[src/rtl/dwa_pkg.sv]
package dwa_pkg;
    localparam int DWA_ELEMS  = 14;
    localparam int DWA_CODE_W = $clog2(DWA_ELEMS + 1);
    localparam int DWA_PTR_W  = $clog2(DWA_ELEMS);

    typedef logic [DWA_CODE_W-1:0] dwa_code_t;
    typedef logic [DWA_ELEMS-1:0]  dwa_vec_t;
    typedef logic [DWA_PTR_W-1:0]  dwa_ptr_t;

    // One sample after saturation: its code and its thermometer expansion.
    typedef struct packed {
        dwa_code_t level;
        dwa_vec_t  therm;
    } dwa_sample_t;
endpackage

[src/rtl/dwa_therm_decode.sv]
module dwa_therm_decode #(
    parameter int NUM_ELEM = dwa_pkg::DWA_ELEMS,
    localparam int CODE_W  = $clog2(NUM_ELEM + 1)
) (
    input  logic [CODE_W-1:0]   code_raw,
    output logic [CODE_W-1:0]   code_sat,
    output logic [NUM_ELEM-1:0] therm
);
    localparam logic [CODE_W-1:0] FULL = CODE_W'(NUM_ELEM);

    // Out-of-range codes saturate at the full element count.
    assign code_sat = (code_raw > FULL) ? FULL : code_raw;

    for (genvar i = 0; i < NUM_ELEM; i++) begin : g_therm
        assign therm[i] = (code_sat > CODE_W'(i));
    end

    always_comb begin
        assert ($countones(therm) == int'(code_sat))
            else $error("assert_therm_count_R3");
    end
endmodule

[src/rtl/dwa_pointer.sv]
module dwa_pointer #(
    parameter int NUM_ELEM = dwa_pkg::DWA_ELEMS,
    localparam int CODE_W  = $clog2(NUM_ELEM + 1),
    localparam int PTR_W   = $clog2(NUM_ELEM),
    localparam int SUM_W   = $clog2(2 * NUM_ELEM)
) (
    input  logic              clk,
    input  logic              rst,
    input  logic [CODE_W-1:0] step,
    output logic [PTR_W-1:0]  ptr
);
    localparam logic [SUM_W-1:0] WRAP = SUM_W'(NUM_ELEM);

    logic [SUM_W-1:0] sum;
    logic [PTR_W-1:0] ptr_next;

    // ptr <= NUM_ELEM-1 and step <= NUM_ELEM, so one subtraction suffices.
    always_comb begin
        sum = SUM_W'(ptr) + SUM_W'(step);
        if (sum >= WRAP) ptr_next = PTR_W'(sum - WRAP);
        else             ptr_next = PTR_W'(sum);
    end

    always_ff @(posedge clk) begin
        if (rst) ptr <= '0;
        else     ptr <= ptr_next;
    end

    assert_ptr_in_range_R5: assert property (@(posedge clk) disable iff (rst)
        int'(ptr) < NUM_ELEM);

    assert_zero_holds_ptr_R7: assert property (@(posedge clk) disable iff (rst)
        (!$past(rst) && $past(step) == '0) |-> ptr == $past(ptr));

    assert_full_holds_ptr_R8: assert property (@(posedge clk) disable iff (rst)
        (!$past(rst) && int'($past(step)) == NUM_ELEM) |-> ptr == $past(ptr));

    assert_reset_ptr_R1: assert property (@(posedge clk)
        $past(rst) |-> ptr == '0);
endmodule

[src/rtl/dwa_rotator.sv]
module dwa_rotator #(
    parameter int NUM_ELEM = dwa_pkg::DWA_ELEMS,
    localparam int PTR_W   = $clog2(NUM_ELEM)
) (
    input  logic [NUM_ELEM-1:0] therm,
    input  logic [PTR_W-1:0]    ptr,
    output logic [NUM_ELEM-1:0] rotated
);
    // Element j takes thermometer bit (j - ptr) mod NUM_ELEM, so bit 0 lands on ptr.
    always_comb begin
        for (int j = 0; j < NUM_ELEM; j++) begin
            int k;
            k = j - int'(ptr);
            if (k < 0) k = k + NUM_ELEM;
            rotated[j] = therm[PTR_W'(k)];
        end
    end

    always_comb begin
        assert ($countones(rotated) == $countones(therm))
            else $error("assert_rotate_keeps_count_R3");
    end
endmodule

[src/rtl/dwa_element_selector.sv]
module dwa_element_selector #(
    parameter int NUM_ELEM = dwa_pkg::DWA_ELEMS,
    localparam int CODE_W  = $clog2(NUM_ELEM + 1),
    localparam int PTR_W   = $clog2(NUM_ELEM)
) (
    input  logic                clk,
    input  logic                rst,
    input  logic [CODE_W-1:0]   code_in,
    output logic [NUM_ELEM-1:0] sel_out
);
    typedef struct packed {
        logic [CODE_W-1:0]   level;
        logic [NUM_ELEM-1:0] therm;
    } sample_t;

    sample_t             smp;
    logic [PTR_W-1:0]    ptr;
    logic [NUM_ELEM-1:0] rotated;
    logic [NUM_ELEM-1:0] sel_q;

    dwa_therm_decode #(.NUM_ELEM(NUM_ELEM)) u_decode (
        .code_raw (code_in),
        .code_sat (smp.level),
        .therm    (smp.therm)
    );

    dwa_pointer #(.NUM_ELEM(NUM_ELEM)) u_pointer (
        .clk  (clk),
        .rst  (rst),
        .step (smp.level),
        .ptr  (ptr)
    );

    dwa_rotator #(.NUM_ELEM(NUM_ELEM)) u_rotator (
        .therm   (smp.therm),
        .ptr     (ptr),
        .rotated (rotated)
    );

    always_ff @(posedge clk) begin
        if (rst) sel_q <= '0;
        else     sel_q <= rotated;
    end

    assign sel_out = sel_q;

    assert_count_matches_code_R3: assert property (@(posedge clk) disable iff (rst)
        !$past(rst) |-> $countones(sel_q) == int'($past(smp.level)));

    assert_run_starts_at_ptr_R4: assert property (@(posedge clk) disable iff (rst)
        (!$past(rst) && $past(smp.level) != '0) |-> sel_q[$past(ptr)]);

    assert_clamp_all_on_R9: assert property (@(posedge clk) disable iff (rst)
        (!$past(rst) && int'($past(code_in)) >= NUM_ELEM) |-> &sel_q);

    assert_reset_clears_R1: assert property (@(posedge clk)
        $past(rst) |-> sel_q == '0);
endmodule

[config.mk]
export PLATFORM = sky130hd
export DESIGN_NAME = dwa_element_selector
export DESIGN_NICKNAME = d
export VERILOG_FILES = /design/src/rtl/dwa_pkg.sv /design/src/rtl/dwa_therm_decode.sv /design/src/rtl/dwa_pointer.sv /design/src/rtl/dwa_rotator.sv /design/src/rtl/dwa_element_selector.sv
export SDC_FILE = /design/constraint.sdc
export NUM_CORES = 1
export LEC_CHECK = 0
export CAP_MARGIN = 5
export CORE_UTILIZATION = 58
export DETAILED_ROUTE_END_ITERATION = 8
export GPL_TIMING_DRIVEN = 0
export MAX_ROUTING_LAYER = met4
export PLACE_DENSITY = 0.8
export SYNTH_ARGS = -nofsm -noshare
export SYNTH_HDL_FRONTEND = slang
export SYNTH_SLANG_ARGS = --single-unit
export TNS_END_PERCENT = 30
[constraint.sdc]
create_clock -name clk -period 4.14 [get_ports clk]
set_input_delay 0.828 -clock clk [delete_from_list [all_inputs] [get_ports clk]]
set_output_delay 0.828 -clock clk [all_outputs]
set_load 0.1 [all_outputs]
# --- Yosys cells after proc, flatten, opt, wreduce, memory -nomap -nowiden ---
# Cells that the tools add are included.
classes:
  order_cmp: 44
  muxes: 58
  add_sub_neg: 30
op_table:
  columns: ["operator", "count"]
  rows:
  - ["4-bit by 6-bit < comparator with 1-bit output (second input constant)", 14]
  - ["5-bit by 1-bit < comparator with 1-bit output (second input constant)", 14]
  - ["4-bit two-way mux", 16]
  - ["4-bit by 2-bit adder with 4-bit output (second input constant)", 14]
  - ["1-bit binary-select mux with 4-bit select", 14]
  - ["4-bit by 4-bit subtractor with 5-bit output (first input constant)", 6]
  - ["4-bit > comparator (second input constant)", 7]
  - ["1-bit two-way mux", 28]
  - ["3-bit by 4-bit subtractor with 5-bit output (first input constant)", 4]
  - ["4-bit by 3-bit > comparator with 1-bit output (second input constant)", 4]
  - ["1-bit by 4-bit subtractor with 5-bit output (first input constant)", 2]
  - ["2-bit by 4-bit subtractor with 5-bit output (first input constant)", 2]
  - ["4-bit by 1-bit > comparator with 1-bit output (second input constant)", 2]
  - ["4-bit by 2-bit > comparator with 1-bit output (second input constant)", 2]
  - ["4-bit by 4-bit adder with 5-bit output", 1]
  - ["5-bit by 4-bit greater-or-equal comparator with 1-bit output (second input constant)", 1]
  - ["4-bit subtractor (second input constant)", 1]
word_totals:
  ff_bits: 18
  output_inout_bits: 14
  wordCells: 134

# --- Depth between registers and ports, before layout ---
# Gate-level depths: netlist (run 1).
logic_depth:
  ltp_word: 6
  ltp_mapped: 11
  ltp_nobuf: 10

# --- Modules after synthesis ---
# A second synthesis (run 1) with hierarchy kept.
unflattened:
  cells_unflattened: 309
  hier_area_um2: 2811.4
modules_own_cells:
  columns: ["module", "n_inst", "area_per_inst_um2", "seq_area_each_um2", "cells_each"]
  rows:
  - ["dwa_rotator", 1, 1875.5, 0.0, 216]
  - ["dwa_element_selector", 1, 407.9, 280.3, 29]
  - ["dwa_pointer", 1, 362.8, 80.1, 38]
  - ["dwa_therm_decode", 1, 165.2, 0.0, 26]

# --- Least setup slack after synthesis (run 1) ---
# OpenSTA, ideal clock, no wires.
synth_path:
  path_kind: "input -> register"
  startpoint: "input code_in[2]"
  endpoint: "register u_pointer.ptr[2]"
  setup_time_ns: 0.128
  setup_slack_ns: 1.195
  arrival_time_ns: 2.817
  cell_stages: 11
  path_cell_list: "buf_2 > and2_1 > a21boi_0 > ha_1 > fa_1 > xor2_1 > ha_1 > a31oi_1 > o21ai_0 > mux2i_1 > nor2_1"
synth_between:
  elab_chain_len: 5
  word_cells_on_any_way: 6
  cone_classes: "2 x add/sub; 2 x order compare; 2 x mux"
synth_rtl:
  columns: ["element", "line_no", "text"]
  rows:
  - ["start: declaration", "dwa_element_selector.sv:8", "input logic [CODE_W-1:0] code_in,"]
  - ["4-bit > comparator", "dwa_therm_decode.sv:12", "assign code_sat = (code_raw > FULL) ? FULL : code_raw;"]
  - ["4-bit two-way mux *", "dwa_therm_decode.sv:12", null]
  - ["4-bit by 4-bit adder with 5-bit output *", "dwa_pointer.sv:19", "sum = SUM_W'(ptr) + SUM_W'(step);"]
  - ["4-bit subtractor / 5-bit by 4-bit greater-or-equal comparator with 1-bit output (equally long branches)", "dwa_pointer.sv:20", "if (sum >= WRAP) ptr_next = PTR_W'(sum - WRAP);"]
  - ["4-bit two-way mux *", "dwa_pointer.sv:20", null]
  - ["end signal: assignment", "dwa_pointer.sv:26", "else ptr <= ptr_next;"]
  - ["end: declaration", "dwa_pointer.sv:10", "output logic [PTR_W-1:0] ptr"]
# Mark *: on every way between the ends. The rest lies on a longest branch, timed or not.
# A chain may end at the register's enable or synchronous reset.

# --- Final worst setup path (run 1) ---
layout_path:
  startpoint: "input code_in[1]"
  endpoint: "register u_pointer.ptr[2]"
# The elaborated chain is that of the path after synthesis.

==> results.toml, run 1 <==
[layout]
nets = 373
final.fill_count = 372
drive_above_1_share = 0.115
postLayoutCoreUtil = 0.689
n_antenna_cell = 0
final_area_mm2 = 0.00281
area_growth_pct = 11.8

[timing]
drv_slew = 0
setup_slack_ns = 0.512
setup_viol = 0
maxSlewHeadroom = 0.336
period_share = 0.876
fin_crit_ns = 3.63
worst_slew_pin_slew_ns = 0.993
fmax_ghz = 0.276
rsz0062_at_grt = "no"
setup_tns_ns = 0
finalClockSkew_ns = 0.00186
finalHoldViolations = 0

[floorplanning]
core_mm2 = 0.00409
die-width_um = 67.9
row_count = 23
dieArea_mm2 = 0.00461
start_util = 0.616
pin_count = 20
die_h_um = 67.9

[worst_setup_path]
reg2reg_slack_ns = 0.69
crit_top_cell = "ha_1"
critPathKind = "in -> reg"
ff2ff_path_depth = 10
cp_num_buf_inv = 2
crit_path_max_fanout = 10
cp-start-kind = "input pin"
end_kind = "register"
reg2reg_from = "u_pointer.ptr[1]$_SDFF_PP0_"
max_stage_delay_ns = 0.68
rr_endpoint = "sel_out[4]$_SDFF_PP0_"
cp_cell_sequence = "clkdlybuf4s50_1 -> buf_2 -> a21boi_0 -> ha_1 -> fa_1 -> xor2_1 -> ha_1 -> a31oi_1 -> o21ai_0 -> mux2i_1 -> nor2_1"
required_ns = 4.27
cp_top_family = "buffers and inverters"
critPathSlowestCell = "clkdlybuf4s50_1"
cp.arrival_ns = 3.76

[clocking]
cts_setup_buffers = 0
cts_buffers = 3
h-tree-depth = 1
cts.clk_slew.worst_paths_ns = 0.07
cts_tree = "done"
cts-resized-gates = 0
clk-insertion-delay-late_ns = 0.26
cts-root-buf = "clkbuf_8"
holdBufCountCts = 0
cts_buffer_depth = 2
cts_sinks = 18

[logic_synthesis]
avgSynthCellArea_um2 = 7.96
synthMuxAreaShare = 0.0691
ys_ff_latch = 18
ys.flop_type = "dfxtp_1"
synthesis.area_mm2 = 0.00252
synthArstFlopShare = 0
synth.net_count = 350
synthTopCellsByArea = "dfxtp_1 14%, ha_1 13%, xnor2_1 7.3%, mux2i_1 5.6%, nand2_1 4.9%"
synth-xor-area-share = 0.110
synth_top_family_by_area = "compound AO/OA/AOI/OAI gates"
synth_top_area_frac = 0.143
yosysUniqueCellTypes = 61
ys_warn_count = 0
synth-compound-area-share = 0.256
syn_inst = 316
yosysSeqAreaShare = 0.143
synth_adder_area_share = 0.196
yosys.area.top_type = "dfxtp_1"
synth_edf_count = 0
yosys.area_share.simple = 0.163

[grt]
grtUsageMet1 = 0.433
antenna_found_initial = 0
track_usage = 0.308
met2_usage = 0.468
grt_pass1_vias = 2082
grt_pass1_wl_mm = 10.3
gr-usage-met3 = 0.0217
grt_max_degree = 18
grt_busiest_layer = "met2"
grt_overflow = 0

[route]
viasPerCell = 6.22
drt_pass1_iterations = 5
via_count = 2412
drtIter0Drc = 246
wire_per_inst_um = 16.8
drc_errors = 0
routed_wl_mm = 6.54
detail-route-antenna-nets = 0

[flow_run]
cap_viol_max_count = 0

[min_path]
worstHoldEndpoint = "u_pointer.ptr[0]$_SDFF_PP0_"
min_path_cells = 3
worst_hold_startpoint = "u_pointer.ptr[0]$_SDFF_PP0_"
min_path_type = "reg -> reg"

[place]
port_buffers = 18
place_congestion = 0.920
pre_cts_ws_ns = 0.221
dpl-instance-area_mm2 = 0.00276
hpwl_mm = 4.97

[outcome]
status = "completed"
-- state kept, by name, indices dropped and copies added (netlist names) --
name and count:
sel_out 14, u_pointer.ptr 4
-- cell families after synthesis --
| group | Yosys count |
|---|---|
| fa+ha+maj | 41 |
| xor+xnor | 30 |
| compound gates | 91 |
| buf+inv | 34 |
| mux | 17 |
| simple gates | 85 |
| flops | 18 |
-- per-stage QoR --
stage	hold WS (ns)	instances
4_1_cts	0.860	388
3_5_place_dp	0.840	384
5_1_grt	0.943	388
2_1_floorplan	0.705	316
6_report	0.877	388
3_3_place_gp	0.823	384
-- layout make-up --
type | count | area [um^2] | area share
Multi-Input combinational cell | 264 | 2000 | 0.711
Sequential cell | 18 | 360 | 0.128
Timing Repair Buffer | 18 | 180 | 0.0640
Buffer | 17 | 92.6 | 0.0329
Inverter | 17 | 63.8 | 0.0227
Tap cell | 50 | 62.6 | 0.0222
Clock buffer | 4 | 55.1 | 0.0196
-- worst reg2reg max path: stages, from the launching register on --
cell and delay, ns:
dfxtp_1 0.79, inv_1 0.35, ha_1 0.42, buf_2 0.27, inv_2 0.13, ha_1 0.34
o21ai_0 0.22, o21ai_2 0.12, a2bb2oi_1 0.14, a2111oi_0 0.42, a311oi_1 0.10
-- how the worst max path moves through the flow --
| stage | to | from | depth (start not counted) |
|---|---|---|---|
| after floorplan | u_pointer.ptr[2]$_SDFF_PP0_ | code_in[2] | 11 |
| after global placement | u_pointer.ptr[2]$_SDFF_PP0_ | code_in[1] | 11 |
| after detailed placement | u_pointer.ptr[2]$_SDFF_PP0_ | code_in[1] | 11 |
| after CTS | u_pointer.ptr[2]$_SDFF_PP0_ | code_in[1] | 11 |
| after global routing | u_pointer.ptr[2]$_SDFF_PP0_ | code_in[1] | 11 |
| final | u_pointer.ptr[2]$_SDFF_PP0_ | code_in[1] | 11 |
-- Yosys cell counts (all sizes together), types with 2 or more instances --
cell type	n
a211oi	5
a21boi	5
a21o	2
a21oi	18
a221oi	3
a311oi	6
a31o	2
a31oi	6
and2	4
buf	9
clkbuf	8
dfxtp	18
ha	27
inv	17
maj3	13
mux2	3
mux2i	14
nand2	35
nand2b	5
nor2	17
nor2b	5
nor3	11
o21ai	20
o21bai	2
o22a	2
o22ai	6
o31a	3
o31ai	2
or3	3
xnor2	23
xor2	7
-- cell usage in the layout (no fill, tap or decap), types with 7 or more instances in the layout --
master           count
a21oi_1             16
clkbuf_1             8
clkdlybuf4s50_1     18
dfxtp_1             18
ha_1                27
inv_1               13
maj3_1               9
mux2i_1             14
nand2_1             33
nor2_1              17
nor3_1               9
o21ai_0             14
xnor2_1             21
xor2_1               7
-- layer usage --
layer | wire (um) | vias to the layer above | share of wire
met4 | 99 | 0 | 0.015
met3 | 522 | 11 | 0.080
met2 | 2910 | 96 | 0.45
met5 | 0 | - | 0
li1 | - | 1180 | -
met1 | 3000 | 1125 | 0.46
Power of run 1 is not shown: default switching activity piles up to over one toggle a cycle in this logic, so the estimate is an artifact.
==> run 2, diff against run 1 <==
CTS_CLUSTER_DIAMETER = 200   (was unset)
==> results of run 2 <==
No change in the layout: final DEF, timing and power equal those of run 1.
Power of run 2 is left out for the same reason.
